### src/rtl/sermem_pkg.sv
// Shared types for the three-wire serial memory slave.
// Assumes the opcode field is two bits wide and extended commands use the top two address bits.
package sermem_pkg;

    typedef enum logic [2:0] {
        ST_IDLE,    // deselected
        ST_START,   // selected, waiting for the start bit
        ST_HEAD,    // shifting opcode and address
        ST_DATA,    // shifting write data
        ST_READ,    // presenting read data
        ST_STATUS,  // presenting ready/busy
        ST_HOLD     // instruction finished, waiting for deselect
    } sm_state_e;

    typedef enum logic [1:0] {
        OPC_EXT   = 2'b00,
        OPC_WRITE = 2'b01,
        OPC_READ  = 2'b10,
        OPC_ERASE = 2'b11
    } opcode_e;

    localparam logic [1:0] XC_LOCK  = 2'b00;
    localparam logic [1:0] XC_FILL  = 2'b01;
    localparam logic [1:0] XC_CLEAR = 2'b10;
    localparam logic [1:0] XC_OPEN  = 2'b11;

endpackage

### src/rtl/sermem_sync.sv
// Input synchroniser and shift-clock edge finder.
// Assumes cs, sk and di are asynchronous; all three pass through the same chain so their order is kept.
module sermem_sync #(
    parameter int STAGES = 2
) (
    input  logic clk,
    input  logic rst_n,
    input  logic cs_i,
    input  logic sk_i,
    input  logic di_i,
    output logic cs_o,
    output logic di_o,
    output logic sk_rise_o
);
    logic [2:0] pipe [STAGES];
    logic       sk_last;

    // Shift the three raw inputs through the synchroniser chain.
    always_ff @(posedge clk) begin
        if (!rst_n) begin
            for (int i = 0; i < STAGES; i++) pipe[i] <= '0;
        end else begin
            pipe[0] <= {cs_i, sk_i, di_i};
            for (int i = 1; i < STAGES; i++) pipe[i] <= pipe[i-1];
        end
    end

    // Remember the last synchronised shift-clock level for edge detection.
    always_ff @(posedge clk) begin
        if (!rst_n) sk_last <= 1'b0;
        else        sk_last <= pipe[STAGES-1][1];
    end

    assign cs_o      = pipe[STAGES-1][2];
    assign di_o      = pipe[STAGES-1][0];
    assign sk_rise_o = pipe[STAGES-1][1] & ~sk_last;
endmodule

### src/rtl/sermem_array.sv
// Register-based word array with one write port, a whole-array fill and one combinational read port.
// Assumes write and fill never arrive in the same cycle; contents reset to all-ones.
module sermem_array #(
    parameter int WORDS = 64,
    parameter int WIDTH = 16,
    localparam int AW   = $clog2(WORDS)
) (
    input  logic             clk,
    input  logic             rst_n,
    input  logic             we,
    input  logic             fill,
    input  logic [AW-1:0]    waddr,
    input  logic [WIDTH-1:0] wdata,
    input  logic [AW-1:0]    raddr,
    output logic [WIDTH-1:0] rdata
);
    logic [WIDTH-1:0] mem [WORDS];

    // Update one word on a write, or every word on a fill.
    always_ff @(posedge clk) begin
        if (!rst_n) begin
            for (int i = 0; i < WORDS; i++) mem[i] <= '1;
        end else begin
            for (int i = 0; i < WORDS; i++) begin
                if (fill || (we && waddr == AW'(i))) mem[i] <= wdata;
            end
        end
    end

    assign rdata = mem[raddr];

    p_one_port_r6: assert property (@(posedge clk) disable iff (!rst_n) $onehot0({we, fill}));
endmodule

### src/rtl/sermem_timer.sv
// Self-timed programming interval: busy for CYCLES clocks after a start pulse.
// Assumes start is only pulsed while idle.
module sermem_timer #(
    parameter int  CYCLES = 2000,
    localparam int CW     = $clog2(CYCLES + 1)
) (
    input  logic clk,
    input  logic rst_n,
    input  logic start,
    output logic busy
);
    logic [CW-1:0] cnt;

    // Load on start, then count down to zero.
    always_ff @(posedge clk) begin
        if (!rst_n)          cnt <= '0;
        else if (start)      cnt <= CW'(CYCLES);
        else if (cnt != '0)  cnt <= cnt - 1'b1;
    end

    assign busy = (cnt != '0);

    p_start_idle_r8: assert property (@(posedge clk) disable iff (!rst_n) start |-> !busy);
    p_no_early_end_r8: assert property (@(posedge clk) disable iff (!rst_n)
        (busy && cnt != CW'(1)) |=> busy);
endmodule

### src/rtl/sermem_slave.sv
// Three-wire serial memory slave: instruction framing, program-enable latch, read streaming,
// programming commands and ready/busy status.
// Assumes sk is slow against clk (each level held for several clk cycles).
module sermem_slave
    import sermem_pkg::*;
#(
    parameter int  WORDS       = 64,
    parameter int  WIDTH       = 16,
    parameter int  PROG_CYCLES = 2000,
    parameter int  SYNC_STAGES = 2
) (
    input  logic clk,
    input  logic rst_n,
    input  logic cs_i,
    input  logic sk_i,
    input  logic di_i,
    output logic do_o,
    output logic do_oe_o
);
    localparam int AW   = $clog2(WORDS);
    localparam int HB   = 2 + AW;
    localparam int MAXB = (WIDTH > HB) ? WIDTH : HB;
    localparam int CNTW = $clog2(MAXB) + 1;

    logic             cs_s, di_s, sk_rise;
    sm_state_e        st;
    logic [CNTW-1:0]  bitcnt;
    logic [HB-1:0]    hd_q;
    logic [WIDTH-1:0] dsr_q, osr_q, wdata_q, rdata;
    logic [AW-1:0]    waddr_q;
    logic             en_q, arr_we_q, fill_q, start_q, busy, oe_q, do_q;

    logic [HB-1:0]    hd_next;
    logic [WIDTH-1:0] dw_next;
    opcode_e          op_now, op_held;
    logic [1:0]       xcode;

    sermem_sync #(.STAGES(SYNC_STAGES)) u_sync (
        .clk(clk), .rst_n(rst_n), .cs_i(cs_i), .sk_i(sk_i), .di_i(di_i),
        .cs_o(cs_s), .di_o(di_s), .sk_rise_o(sk_rise)
    );

    sermem_array #(.WORDS(WORDS), .WIDTH(WIDTH)) u_array (
        .clk(clk), .rst_n(rst_n), .we(arr_we_q), .fill(fill_q),
        .waddr(waddr_q), .wdata(wdata_q), .raddr(hd_next[AW-1:0]), .rdata(rdata)
    );

    sermem_timer #(.CYCLES(PROG_CYCLES)) u_timer (
        .clk(clk), .rst_n(rst_n), .start(start_q), .busy(busy)
    );

    // Decode views of the header and data shifters including the bit arriving now.
    always_comb begin
        hd_next = {hd_q[HB-2:0], di_s};
        dw_next = {dsr_q[WIDTH-2:0], di_s};
        op_now  = opcode_e'(hd_next[HB-1:HB-2]);
        op_held = opcode_e'(hd_q[HB-1:HB-2]);
        xcode   = hd_next[AW-1:AW-2];
    end

    // Instruction sequencer: framing, decode, commit pulses and output drive.
    always_ff @(posedge clk) begin
        if (!rst_n) begin
            st       <= ST_IDLE;
            bitcnt   <= '0;
            hd_q     <= '0;
            dsr_q    <= '0;
            osr_q    <= '0;
            wdata_q  <= '0;
            waddr_q  <= '0;
            en_q     <= 1'b0;
            arr_we_q <= 1'b0;
            fill_q   <= 1'b0;
            start_q  <= 1'b0;
            oe_q     <= 1'b0;
            do_q     <= 1'b0;
        end else begin
            arr_we_q <= 1'b0;
            fill_q   <= 1'b0;
            start_q  <= 1'b0;
            if (!cs_s) begin
                st   <= ST_IDLE;
                oe_q <= 1'b0;
                do_q <= 1'b0;
            end else begin
                case (st)
                    ST_IDLE: begin
                        if (busy) begin
                            st   <= ST_STATUS;
                            oe_q <= 1'b1;
                            do_q <= 1'b0;
                        end else begin
                            st <= ST_START;
                        end
                    end
                    ST_START: begin
                        if (sk_rise && di_s) begin
                            st     <= ST_HEAD;
                            bitcnt <= '0;
                        end
                    end
                    ST_HEAD: begin
                        if (sk_rise) begin
                            hd_q   <= hd_next;
                            bitcnt <= bitcnt + 1'b1;
                            if (bitcnt == CNTW'(HB - 1)) begin
                                waddr_q <= hd_next[AW-1:0];
                                bitcnt  <= '0;
                                st      <= ST_HOLD;
                                case (op_now)
                                    OPC_READ: begin
                                        osr_q <= rdata;
                                        oe_q  <= 1'b1;
                                        do_q  <= 1'b0;
                                        st    <= ST_READ;
                                    end
                                    OPC_WRITE: st <= ST_DATA;
                                    OPC_ERASE: begin
                                        wdata_q  <= '1;
                                        arr_we_q <= en_q;
                                        start_q  <= en_q;
                                    end
                                    default: begin
                                        case (xcode)
                                            XC_OPEN:  en_q <= 1'b1;
                                            XC_LOCK:  en_q <= 1'b0;
                                            XC_CLEAR: begin
                                                wdata_q <= '1;
                                                fill_q  <= en_q;
                                                start_q <= en_q;
                                            end
                                            default:  st <= ST_DATA;
                                        endcase
                                    end
                                endcase
                            end
                        end
                    end
                    ST_DATA: begin
                        if (sk_rise) begin
                            dsr_q  <= dw_next;
                            bitcnt <= bitcnt + 1'b1;
                            if (bitcnt == CNTW'(WIDTH - 1)) begin
                                wdata_q <= dw_next;
                                start_q <= en_q;
                                if (op_held == OPC_WRITE) arr_we_q <= en_q;
                                else                      fill_q   <= en_q;
                                st <= ST_HOLD;
                            end
                        end
                    end
                    ST_READ: begin
                        oe_q <= 1'b1;
                        if (sk_rise) begin
                            do_q  <= osr_q[WIDTH-1];
                            osr_q <= {osr_q[WIDTH-2:0], 1'b0};
                        end
                    end
                    ST_STATUS: begin
                        oe_q <= 1'b1;
                        do_q <= ~busy;
                    end
                    default: ;
                endcase
            end
        end
    end

    assign do_o    = do_q;
    assign do_oe_o = oe_q;

    p_oe_off_r10: assert property (@(posedge clk) disable iff (!rst_n) !cs_s |=> !do_oe_o);
    p_locked_r3: assert property (@(posedge clk) disable iff (!rst_n) (arr_we_q || fill_q) |-> en_q);
    p_idle_prog_r8: assert property (@(posedge clk) disable iff (!rst_n) (arr_we_q || fill_q) |-> !busy);
    p_status_r9: assert property (@(posedge clk) disable iff (!rst_n)
        (st == ST_STATUS && $past(st == ST_STATUS)) |-> (do_oe_o && do_o == !$past(busy)));
endmodule

### config.mk
export PLATFORM = sky130hd
export DESIGN_NAME = sermem_slave
export DESIGN_NICKNAME = d
export VERILOG_FILES = /design/src/rtl/sermem_pkg.sv /design/src/rtl/sermem_sync.sv /design/src/rtl/sermem_array.sv /design/src/rtl/sermem_timer.sv /design/src/rtl/sermem_slave.sv
export SDC_FILE = /design/constraint.sdc
export NUM_CORES = 1
export LEC_CHECK = 0
export ABC_AREA = 1
export BUFFER_PORTS_ARGS = -buffer_cell sky130_fd_sc_hd__buf_4
export CAP_MARGIN = 20
export CORE_ASPECT_RATIO = 2
export CORE_MARGIN = 2
export CORE_UTILIZATION = 45
export DETAILED_ROUTE_END_ITERATION = 10
export PLACE_DENSITY = 0.72
export SLEW_MARGIN = 5
export SYNTH_ARGS = -nofsm -noshare
export SYNTH_HDL_FRONTEND = slang
export SYNTH_SLANG_ARGS = --single-unit
### constraint.sdc
create_clock -name clk -period 6.8 [get_ports clk]
set_input_delay 1.36 -clock clk [delete_from_list [all_inputs] [get_ports clk]]
set_output_delay 1.36 -clock clk [all_outputs]
set_load 0.005 [all_outputs]
==> key figures <==
Critical path
  • CP cell instances: buf_12 -> buf_4 -> nand2_1 -> nand3_1 -> nand3_1 -> nand2_1 -> nand2_1 -> nand3_1 -> nand3_1 -> nand3_1 -> nand2_1 -> a21oi_1
  • Slowest cell on crit path: buf_4
  • Critical-path maximum fanout: approximately 220
  • Cell mode on critical path: nand3_1
  • Worst R2R Path Depth: 12
  • Reg2reg start: u_sync.pipe[0][3]
  • R2R Path End: osr_q[9]
  • WP data required: 7.41 ns
  • CP peak stage delay: 0.92 ns
  • Critical path arrival: between 4 and 5 ns
  • Startpoint Class: register
  • Critical path class: reg -> reg
  • Crit end category: register
  • Reg2Reg Setup Slack: ~2.8 ns

CTS
  • Num CTS Buffers: 86
  • CTS hold repair buffers: 0
  • Clk slew on worst S/H paths: approximately 0.070 ns
  • PostCTS Resize Cnt: 0
  • CTS H-tree lvls: 3
  • Clock Sink Count: ~1.1k
  • Worst skew pair latency: slightly below 0.7 ns
  • Clk buf depth: 3
  • Root Driver: clkbuf_16
  • Postcts setup bufs: 0
  • CTS tree: built

Global route
  • Grt total ovfl: 0
  • First-pass GRT wire length: between 200 and 250 mm
  • Vias in the first global route: roughly 34k
  • Largest net degree at the start of global routing: 219
  • Initial antenna violation count: 1
  • GR Util All Layers: approximately a quarter

Timing
  • Final Hold Fails: 0
  • Upper clock frequency limit: 248 MHz
  • Final period utilization: roughly three fifths
  • RSZ-0062 raised after global routing: false
  • Final Critical Period: ~4.0 ns
  • Worst slew margin: 20.2%
  • Setup Skew: 0.0280 ns
  • Final setup viols: 0
  • Slew Limit Fails: 0
  • Worst Tran Pin Value: roughly 1.2 ns
  • Worst setup margin: between 2 and 3 ns
  • Sum Neg Setup Slack: 0 ns
  • Fin Hold WS: about 0.43 ns

Layout
  • Most frequent cells in the layout: nand2_1 (1,965), edfxtp_1 (1,024), nand3_1 (880)
  • Fin nets: 4,607
  • Layout Area Growth over Synthesis: 7.44%
  • Share of cells above drive strength 1: under 10%
  • Most common cell after layout, fill and taps aside: nand2_1
  • Post-Layout Cell Count: around 6.0k
  • Fillcell total: roughly 9.5k

Synthesis
  • Mean post-synth cell area: a little over 10 um^2
  • Compound-cell area share of the yosys netlist: between 2 and 2.5%
  • YS warnings: 0
  • Seq/Total Area, Yosys: between 60% and 70%
  • Synth Area in Adders: 0.310%
  • Simple-Gate Fraction of Synth Area: 26.0%
  • Post-synthesis mux area share: 0%
  • Cell count after synthesis: 4,765
  • Main combinational cell family by area after synthesis: simple AND/OR/NAND/NOR gates
  • #FFs+latches synth: 1,117
  • Xor/xnor share of the synthesized area: less than 1%
  • Post-Syn Nets: 4,782
  • Post-synth cell types: 39
  • Syn Std Cell Area: between 0.04 and 0.05 mm^2

Power and ir drop
  • Max IR drop VDD: 249 uV
  • Power Density: 260 mW/mm^2
  • Tot Pwr: 13,500 uW
  • Pleak: between 0.015 and 0.02 uW

Floorplan
  • # IOs: 7
  • Initial Utilization: between 40% and 50%
  • FP Rows: 170
  • Die area: 0.110 mm^2
  • Die width: about 240 um
  • Die H: between 400 and 500 um
  • Core area: roughly 0.11 mm^2

Route
  • DRC Markers: 0
  • DR pass1 iterations: 6
  • Routed WL per cell: ~23 um
  • Via density: about 5.7
  • Initial DRC count: 3,873
  • DR vias: 34.4k
  • Detailed Route WL: about 140 mm
  • Post-DRT Antenna Nets: 0

Hold path
  • Worst Hold Depth: 2
  • HP Class: reg -> reg
  • Hold Path End: u_sync.pipe[0][5]
  • Hold_sp: u_sync.pipe[0][2]

Placement
  • RePlAce Congestion: 0.947
  • Placed Cells: 5,877
  • Hpwl dp: 85.2 mm
  • I/O Buffers: 6
  • Worst slack at placement: roughly 2.7 ns

Status
  • Status: finished, final reports clean

Run
  • Max-cap violation count: 0
power breakdown:
group	leakage, uW	switching, uW	total (uW)	internal, uW
Clock	0.00132	2410	5030	2620
Sequential	0.00913	60.6	7740	7680
Combinational	0.00730	561	739	179
Total	0.0177	3030	13500	10500
per-stage QoR:
stage          area (um^2)  util, %
4_1_cts              52000     48.6
2_1_floorplan        48400        -
6_report             52000     48.6
3_5_place_dp         49300     46.1
5_1_grt              52000     48.6
3_3_place_gp         49300     46.0
routing by layer:
metal,vias to the layer above,wire length [um],global-route usage (%)
met5,-,0,0
met4,0,13000,20.9
met3,474,8710,2.98
met2,1566,69700,43.9
met1,16550,44900,25.3
li1,15802,-,-
cell usage after synthesis (all sizes together):
library cell	n	area [um^2]
o21bai	1	7.51
edfxtp	1024	30700
clkinv	18	67.6
nor3	30	194
nand2	1967	7390
a21boi	1	7.51
xnor2	1	8.76
o21ai	73	365
a211oi	19	213
clkbuf	138	518
o31ai	3	27.5
or2	9	56.3
a31oi	9	56.3
a21oi	86	430
dfxtp	93	1860
ha	12	150
nor4	2	12.5
xor2	1	8.76
inv	67	251
nor2	119	524
buf	207	1090
nand3	880	4400
nand4	4	25.0
o21a	1	7.51
sequential cells by signal, indices dropped and copies added, names as in the netlist:
signal / flops
u_array.mem: 1024
osr_q: 16
wdata_q: 16
dsr_q: 15
u_timer.cnt: 11
hd_q: 8
u_sync.pipe: 6
waddr_q: 6
bitcnt: 5
st: 3
arr_we_q: 1
do_o: 1
do_oe_o: 1
en_q: 1
fill_q: 1
start_q: 1
u_sync.sk_last: 1
worst max-delay path by stage:
stage	from	slack [ns]	endpoint
global route	u_sync.pipe[0][3]	2.52	osr_q[9]
floorplan	rst_n	3.71	u_array.mem[40][0]
CTS	u_sync.pipe[0][3]	2.87	osr_q[8]
global placement	rst_n	2.87	u_array.mem[1][5]
finish	u_sync.pipe[0][3]	2.77	osr_q[9]
detailed placement	rst_n	2.74	u_array.mem[10][3]
critical path, delay by kind of cell, from the launching register on:
kind | cells | cell delay (ns)
buf+inv | 2 | 1.60
simple gates | 9 | 1.17
flops | 1 | 0.73
compound gates | 1 | 0.13
logic make-up (layout without fill, tap and decap cells):
logic type      after synthesis  after routing
xor+xnor                      2              2
other cells                   0              1
flops                      1117           1117
simple gates               3011           3011
fa+ha+maj                    12             12
compound gates              193            193
buf+inv                     430            320
cell type report:
cell class	count	area (um^2)	area share [%]
sequential	1117	32600	62.7
multi-input combinational	3218	13900	26.8
clock buffer	113	2450	4.71
inverter	85	338	0.649
tap	1376	1720	3.31
antenna	1	2.50	0.00481
timing repair buffer	82	678	1.30
clock inverter	40	273	0.524
Power figures use the tool's default switching activity.
